<file path="config.mk">
export PLATFORM = sky130hd
export DESIGN_NAME = reu_core
export DESIGN_NICKNAME = d
export VERILOG_FILES = /design/src/rtl/reu_pkg.sv /design/src/rtl/reu_regfile.sv /design/src/rtl/reu_shifter.sv /design/src/rtl/reu_alu.sv /design/src/rtl/reu_core.sv
export SDC_FILE = /design/constraint.sdc
export NUM_CORES = 1
export LEC_CHECK = 0
export BUFFER_PORTS_ARGS = -buffer_cell sky130_fd_sc_hd__clkbuf_2
export CELL_PAD_IN_SITES_DETAIL_PLACEMENT = 0
export CELL_PAD_IN_SITES_GLOBAL_PLACEMENT = 1
export CORE_UTILIZATION = 44
export CTS_CLUSTER_DIAMETER = 120
export CTS_CLUSTER_SIZE = 24
export DETAILED_ROUTE_END_ITERATION = 6
export GPL_ROUTABILITY_DRIVEN = 0
export HOLD_SLACK_MARGIN = 0.02
export PLACE_DENSITY_LB_ADDON = 0.1
export SLEW_MARGIN = 0
export SYNTH_ARGS = -nofsm -noshare
export SYNTH_HDL_FRONTEND = slang
export SYNTH_SLANG_ARGS = --single-unit
</file>
<file path="constraint.sdc">
create_clock -name clk_i -period 4.47 [get_ports clk_i]
set_input_delay 1.341 -clock clk_i [delete_from_list [all_inputs] [get_ports clk_i]]
set_output_delay 1.341 -clock clk_i [all_outputs]
set_load 0.1 [all_outputs]
</file>
<file path="src/rtl/reu_pkg.sv">
package reu_pkg;
  typedef enum logic [2:0] {
    OP_LSL = 3'd0,
    OP_LSR = 3'd1,
    OP_ADC = 3'd2,
    OP_SUB = 3'd3,
    OP_AND = 3'd4,
    OP_OR  = 3'd5,
    OP_XOR = 3'd6,
    OP_LDI = 3'd7
  } op_e;

  typedef struct packed {
    logic n;
    logic z;
    logic v;
    logic c;
  } flags_t;
endpackage

</file>
<file path="src/rtl/reu_regfile.sv">
module reu_regfile #(
  parameter int DATA_W = 16,
  parameter int NREG   = 8,
  localparam int AW    = $clog2(NREG)
) (
  input  logic              clk_i,
  input  logic              rst_ni,
  input  logic              we_i,
  input  logic [AW-1:0]     waddr_i,
  input  logic [DATA_W-1:0] wdata_i,
  input  logic [AW-1:0]     raddr_a_i,
  output logic [DATA_W-1:0] rdata_a_o,
  input  logic [AW-1:0]     raddr_b_i,
  output logic [DATA_W-1:0] rdata_b_o,
  input  logic [AW-1:0]     raddr_c_i,
  output logic [DATA_W-1:0] rdata_c_o
);
  logic [NREG-1:0][DATA_W-1:0] words;

  for (genvar g = 0; g < NREG; g++) begin : g_word
    if (g == 0) begin : g_zero
      // register 0 has no storage
      assign words[g] = '0;
    end else begin : g_store
      logic [DATA_W-1:0] q;
      always_ff @(posedge clk_i or negedge rst_ni) begin
        if (!rst_ni)                                q <= '0;
        else if (we_i && (waddr_i == AW'(g)))       q <= wdata_i;
      end
      assign words[g] = q;
    end
  end

  assign rdata_a_o = words[raddr_a_i];
  assign rdata_b_o = words[raddr_b_i];
  assign rdata_c_o = words[raddr_c_i];
endmodule

</file>
<file path="src/rtl/reu_shifter.sv">
module reu_shifter #(
  parameter int DATA_W = 16
) (
  input  logic [DATA_W-1:0] a_i,
  input  logic [DATA_W-1:0] amt_i,
  input  logic              left_i,
  input  logic              c_i,
  output logic [DATA_W-1:0] res_o,
  output logic              c_o
);
  localparam int SW = $clog2(DATA_W) + 1;
  localparam logic [DATA_W-1:0] LIM = DATA_W'(DATA_W);

  logic [DATA_W:0]  ext;
  logic [SW-1:0]    sh;

  always_comb begin
    ext   = '0;
    sh    = amt_i[SW-1:0];
    res_o = a_i;
    c_o   = c_i;
    if (amt_i == '0) begin
      res_o = a_i;
      c_o   = c_i;
    end else if (amt_i > LIM) begin
      res_o = '0;
      c_o   = 1'b0;
    end else if (left_i) begin
      // extra top bit catches the last bit shifted out
      ext   = {1'b0, a_i} << sh;
      res_o = ext[DATA_W-1:0];
      c_o   = ext[DATA_W];
    end else begin
      ext   = {a_i, 1'b0} >> sh;
      res_o = ext[DATA_W:1];
      c_o   = ext[0];
    end
  end
endmodule

</file>
<file path="src/rtl/reu_alu.sv">
module reu_alu
  import reu_pkg::*;
#(
  parameter int DATA_W = 16
) (
  input  op_e               op_i,
  input  logic [DATA_W-1:0] a_i,
  input  logic [DATA_W-1:0] b_i,
  input  logic              c_i,
  output logic [DATA_W-1:0] res_o,
  output logic              c_o,
  output logic              v_o
);
  localparam int MSB = DATA_W - 1;

  logic [DATA_W:0] wide;

  always_comb begin
    wide  = '0;
    res_o = '0;
    c_o   = c_i;
    v_o   = 1'b0;
    unique case (op_i)
      OP_ADC: begin
        wide  = {1'b0, a_i} + {1'b0, b_i} + {{DATA_W{1'b0}}, c_i};
        res_o = wide[DATA_W-1:0];
        c_o   = wide[DATA_W];
        v_o   = (a_i[MSB] == b_i[MSB]) && (res_o[MSB] != a_i[MSB]);
      end
      OP_SUB: begin
        wide  = {1'b0, a_i} - {1'b0, b_i};
        res_o = wide[DATA_W-1:0];
        c_o   = wide[DATA_W];
        v_o   = (a_i[MSB] != b_i[MSB]) && (res_o[MSB] != a_i[MSB]);
      end
      OP_AND: res_o = a_i & b_i;
      OP_OR:  res_o = a_i | b_i;
      OP_XOR: res_o = a_i ^ b_i;
      default: res_o = '0;
    endcase
  end
endmodule

</file>
<file path="src/rtl/reu_core.sv">
module reu_core
  import reu_pkg::*;
#(
  parameter int DATA_W = 16,
  parameter int NREG   = 8,
  localparam int AW    = $clog2(NREG)
) (
  input  logic              clk_i,
  input  logic              rst_ni,
  input  logic              valid_i,
  input  logic [2:0]        op_i,
  input  logic [AW-1:0]     rd_i,
  input  logic [AW-1:0]     rs1_i,
  input  logic [AW-1:0]     rs2_i,
  input  logic [DATA_W-1:0] imm_i,
  input  logic [AW-1:0]     rdbk_sel_i,
  output logic [DATA_W-1:0] rdbk_data_o,
  output logic              flag_n_o,
  output logic              flag_z_o,
  output logic              flag_v_o,
  output logic              flag_c_o
);
  op_e               op;
  logic              is_shift;
  logic [AW-1:0]     src_a_sel;
  logic [DATA_W-1:0] src_a, src_b;
  logic [DATA_W-1:0] alu_res, sh_res, result;
  logic              alu_c, alu_v, sh_c;
  logic              we;
  flags_t            flags_q, flags_d;

  assign op        = op_e'(op_i);
  assign is_shift  = (op == OP_LSL) || (op == OP_LSR);
  // the in-place shift reads its operand from the destination
  assign src_a_sel = is_shift ? rd_i : rs1_i;
  assign we        = valid_i && (rd_i != '0);

  reu_regfile #(.DATA_W(DATA_W), .NREG(NREG)) u_rf (
    .clk_i     (clk_i),
    .rst_ni    (rst_ni),
    .we_i      (we),
    .waddr_i   (rd_i),
    .wdata_i   (result),
    .raddr_a_i (src_a_sel),
    .rdata_a_o (src_a),
    .raddr_b_i (rs2_i),
    .rdata_b_o (src_b),
    .raddr_c_i (rdbk_sel_i),
    .rdata_c_o (rdbk_data_o)
  );

  reu_alu #(.DATA_W(DATA_W)) u_alu (
    .op_i  (op),
    .a_i   (src_a),
    .b_i   (src_b),
    .c_i   (flags_q.c),
    .res_o (alu_res),
    .c_o   (alu_c),
    .v_o   (alu_v)
  );

  reu_shifter #(.DATA_W(DATA_W)) u_sh (
    .a_i    (src_a),
    .amt_i  (src_b),
    .left_i (op == OP_LSL),
    .c_i    (flags_q.c),
    .res_o  (sh_res),
    .c_o    (sh_c)
  );

  always_comb begin
    if (op == OP_LDI)  result = imm_i;
    else if (is_shift) result = sh_res;
    else               result = alu_res;
  end

  always_comb begin
    flags_d.n = result[DATA_W-1];
    flags_d.z = (result == '0);
    flags_d.v = is_shift ? 1'b0 : alu_v;
    flags_d.c = is_shift ? sh_c : alu_c;
  end

  always_ff @(posedge clk_i or negedge rst_ni) begin
    if (!rst_ni)                         flags_q <= '0;
    else if (valid_i && (op != OP_LDI))  flags_q <= flags_d;
  end

  assign flag_n_o = flags_q.n;
  assign flag_z_o = flags_q.z;
  assign flag_v_o = flags_q.v;
  assign flag_c_o = flags_q.c;
endmodule

</file>
== Yosys cells after proc, flatten, opt, wreduce, memory -nomap -nowiden ==
Index checks and enable logic that the tools add are counted.

* Bits in registers: 116
* Input bits: 34
* Output and inout port bits: 20
* Word-level logic and storage cells: 81

* $add $sub $neg: 3
* $lt $le $gt $ge: 4
* Equality and inequality tests: 20
* Shifts and indexed selects: 2
* Muxes and demuxes: 20
* Bitwise logic cells: 3
* Reduce and logical (&&, ||, !) cells: 18

{| class="wikitable"
|+ Operator list
! operator !! count
|-
| $bmux W16 S3 || 3
|-
| $mux W16 || 8
|-
| $pmux W16 S5 || 1
|-
| $logic_not A16 Y1 || 2
|-
| $eq A3 B3 Y1 const B || 8
|-
| $add A16 B16 Y17 || 1
|-
| $add A17 B1 Y17 || 1
|-
| $shl A16 B5 Y17 || 1
|-
| $shr A17 B5 Y17 || 1
|-
| $sub A16 B16 Y17 || 1
|-
| $and A16 B16 Y16 || 1
|-
| $gt A16 B5 Y1 const B || 1
|-
| $or A16 B16 Y16 || 1
|-
| $xor A16 B16 Y16 || 1
|-
| $eq A3 B2 Y1 const B || 4
|-
| $lt A3 B4 Y1 const B || 3
|-
| $logic_and A1 B1 Y1 || 11
|-
| $eq A3 B1 Y1 const B || 2
|-
| $reduce_bool A3 Y1 || 2
|-
| $mux W1 || 5
|-
| $pmux W1 S2 || 2
|-
| $logic_not A3 Y1 || 1
|-
| $mux W3 || 1
|-
| $ne A1 B1 Y1 || 3
|-
| other kinds (5) || 5
|}

== Depth between registers and ports, before layout ==
* Depth after elaboration: 12
* Gate-level depth with buffers: 23
* Mapped depth without buffers: 19

== By module ==
A second synthesis with hierarchy kept.

* Cells, all modules: 1273
* Area, all modules: 12271.8 sq um

{| class="wikitable"
|+ Modules (own cells, without submodules)
! module !! times used !! cells an instance !! area each (sq um) !! seq. area each (sq um)
|-
| reu_regfile || 1 || 555 || 7101.8 || 2802.7
|-
| reu_alu || 1 || 375 || 2538.7 || 0.0
|-
| reu_shifter || 1 || 234 || 1905.6 || 0.0
|-
| reu_core || 1 || 109 || 725.7 || 100.1
|}

== Worst setup path after synthesis ==
OpenSTA, ideal clock, no wires.

* Kind: input port to flip-flop
* Start point: in op_i[2]
* End point: reg flags_q (netlist bit flag_z_o)
* Setup time: 0.104 ns
* Data arrival time: 5.967 ns
* Data required time: 4.366 ns
* Slack: -1.600 ns
* Stages on the path: 20
* Buffers on the path: 4
* Cells stage by stage: buf_6 or2_1 buf_6 mux2_4 buf_6 mux2i_1 a222oi_1 ha_1 clkbuf_1 nor2_1 a211o_1 o311a_1 o211a_1 o21ai_0 a21oi_1 or3_1 a31oi_1 o211a_1 nand4_1 o41ai_2

* Word-level cells in the longest chain between the ends: 12
* Elaborated cells between the ends (all ways): 29
* Classes of those cells: add/sub: 3; eq/ne: 8; shift: 2; mux: 9; bitwise: 3; reduce/logical: 4

{| class="wikitable"
|+ RTL lines
! element !! RTL line !! source
|-
| start: declaration || reu_core.sv:11 || <nowiki>input logic [2:0] op_i,</nowiki>
|-
| branches (longest 12 deep; another with $add A16 B16 Y17) || -- ||
|-
| end signal: assignment || reu_core.sv:86 || <nowiki>else if (valid_i && (op != OP_LDI)) flags_q <= flags_d;</nowiki>
|-
| end: declaration || reu_core.sv:30 || <nowiki>flags_t flags_q, flags_d;</nowiki>
|}

Parallel ways; which one is timed is not known. The select of a mux whose other input is x is not followed.
A chain may end at the register's enable or synchronous reset.

== Final worst setup path ==
* Start point: in op_i[1]
* End point: reg flags_q (netlist bit flag_z_o)

Same word-level chain as after synthesis.

==> qor.txt <==
Initial core utilization -> 0.451
Netlist cell types -> 88
Max Freq -> 0.188 GHz
Die width -> 169 um
# H-tree levels -> 4
Vias in the first global route -> 13407
Final setup TNS -> -46540 ps
Largest net degree at the start of global routing -> 67
Hold_ws -> 491 ps
CP required -> 4790 ps
Sink Count -> 116
Crit-path cells -> buf_8 -> or2_4 -> buf_6 -> o21a_1 -> or3_4 -> o221ai_4 -> inv_2 -> fa_2 -> inv_2 -> fa_2 -> o21bai_4 -> a211o_1 -> a21oi_1 -> nor2_1 -> o311a_1 -> o32a_1 -> a221oi_4 -> and4b_1 -> nand4_1 -> o41ai_2
Worst-path clk slew -> 60 ps
Routed vias -> 14508
Rel. slew slack -> 0.124
Ratio of cells with drive above 1 in the final layout -> 0.407
Synthesis-to-finish area growth -> 46.4%
CTS tree -> yes
Leading area contributor after synthesis -> dfrtp_1
Initial antenna violation count -> 0
WS Path Type -> in2reg
Clock Latency Late Sink -> 430 ps
Clock Skew -> 12.3 ps
Slew Limit Fails -> 0
Chip Height -> 169 um
Post-synthesis cell area -> 0.0122 mm^2
Setup Viol. Count Final -> 109
Pwr/cell area -> 511 mW/mm^2
Detailed placement HPWL -> 39500 um
Crit path DAT -> 5640 ps
Total die area -> 0.0284 mm^2
Hold Crit Class -> reg2reg
CP max stage cell -> or3_4
CTS root buffer -> clkbuf_16
Mapped Cells -> 1510
Power, Total -> 9140 uW
Outcome -> finished with violations
Routed len/inst -> 24.3 um
DRT antenna net count -> 0
GRT overflow -> 0
Top cell type's share of synthesized area -> 0.237
Slew @ Worst Pin -> 1310 ps
Final hold violation count -> 0
# nets final -> 1960
Crit start category -> primary input
Unrepaired setup endpoints after global routing -> yes
GRT Util Overall -> 0.373
Core ar. -> 0.0271 mm^2
WL final -> 54800 um
Critical path buffers and inverters -> 4
Post-Syn Nets -> 1599
Port Buffer Count -> 53
Final worst-path setup slack -> -845 ps
Antenna cell count -> 0
Synth warn -> 0
DR pass1 iterations -> 7
Post-synthesis async set-or-reset flop share -> 1.00
Number of remaining DRC errors -> 0
Number of synthesized flops with an enable pin -> 0
Synth Register Bits -> 116
Largest stage delay on the critical path -> 400 ps
Maxcap violations -> 0
Synth area leaders -> dfrtp_1, mux2i_1, o21ai_0, nand2_1, ha_1
First-pass GRT wire length -> 80700 um
# rows -> 60
Maximum buffer depth of the clock tree -> 2
Most frequent cell after synthesis -> nand2_1
I/O Pins -> 54
Ys flop type -> dfrtp_1
First DRT Iteration DRCs -> 1912
Failing checks -> setup timing
Leakage -> 0.00799 uW
Min cycle time layout -> 5310 ps
Largest delay contributor family on the critical path -> compound AO/OA/AOI/OAI gates
CTS Buf Count -> 17
Worst vdd ir -> 0.000369 V
Final Cycle Share -> 1.19
Post-synthesis sequential area ratio -> 0.237
Vias per cell -> 6.43
CP endpoint kind -> flip-flop
Worst-path maximum fanout -> 4
Top cells by count, synth -> nand2_1, o21ai_0, dfrtp_1
Post-Syn Area per Cell -> 8.09 um^2
worst paths after layout:
path | startpoint | to | slack [ps] | depth (start not counted)
hold reg to reg | flag_v_o | flag_v_o | 490 | 2
setup reg to reg | u_rf.g_word[7].g_store.q[0] | flag_z_o | 120 | 18
min in group asynchronous | rst_ni | u_rf.g_word[2].g_store.q[10] | 1040 | 1
hold / removal | flag_v_o | flag_v_o | 490 | 2
setup / recovery | op_i[1] | flag_z_o | -840 | 20
max in group asynchronous | rst_ni | u_rf.g_word[1].g_store.q[1] | 2630 | 2
cells by family (layout without fill, tap and decap cells):
group | count (synthesis) | count (layout) | share of synthesized area
compound gates | 559 | 559 | 0.301
xor+xnor | 7 | 7 | 0.00502
fa+ha+maj | 55 | 55 | 0.0581
buf+inv | 178 | 552 | 0.0636
flops | 116 | 116 | 0.237
mux | 185 | 185 | 0.183
simple gates | 410 | 410 | 0.152
through the flow:
step | std cells | utilization | worst slack [ps] | area (um^2)
4_1_cts | 2207 | 0.615 | -769 | 16700
2_1_floorplan | 1510 | - | -1180 | 12500
3_5_place_dp | 2167 | 0.577 | -1490 | 15600
6_report | 2256 | 0.660 | -845 | 17900
3_3_place_gp | 2167 | 0.577 | -1310 | 15600
5_1_grt | 2256 | 0.660 | -979 | 17900
cell type report:
class                           count  area (um^2)
Multi-Input combinational cell   1216         9720
Fill cell                        2247         9210
Timing Repair Buffer              469         4000
Sequential cell                   116         2900
Tap cell                          372          465
Clock buffer                       17          425
Clock inverter                     15          195
Inverter                           51          191
power by group:
group,switching (uW),internal [uW]
Sequential,490,1370
Clock,593,895
Combinational,3150,2640
Total,4230,4910
timing repair:
action	in CTS	in global routing
gates cloned	0	1
resized for setup	80	212
setup buffers	8	52
pin swaps	29	77
hold buffers	0	0
setup endpoints to repair	115	116
sequential cells by signal, indices dropped and copies added (netlist names):
signal,count
flag_c_o,1
flag_n_o,1
flag_v_o,1
flag_z_o,1
u_rf.g_word.g_store.q,112
cells in the final DEF, fill, tap and decap left out, types with 19 or more instances in the layout:
cell,instances
buf_4,363
nand2_1,185
dfrtp_1,116
mux2i_1,112
o21ai_0,96
nor2_1,89
a21oi_1,73
o21ai_1,52
inv_1,45
ha_1,41
mux2_2,40
buf_6,36
clkbuf_2,31
nand3_1,29
o21ai_2,28
buf_12,28
a22oi_1,26
a21o_1,23
mux4_2,23
nor3_1,22
a211oi_1,19
worst reg2reg max path, stage by stage (launching register included):
cell,delay [ps]
dfrtp_1,460
mux2i_1,180
nor2_1,80
or3_4,380
o221ai_4,90
inv_2,70
fa_2,360
inv_2,80
fa_2,240
o21bai_4,90
a211o_1,320
a21oi_1,190
nor2_1,50
o311a_1,290
o32a_1,380
a221oi_4,240
and4b_1,280
nand4_1,210
o41ai_2,260
routing by layer:
layer  part of all wire  GRT usage
met3              0.094     0.0856
met2               0.44      0.566
met1               0.42      0.506
met5                  0          0
met4              0.047      0.163
Power figures use the tool's default switching activity.
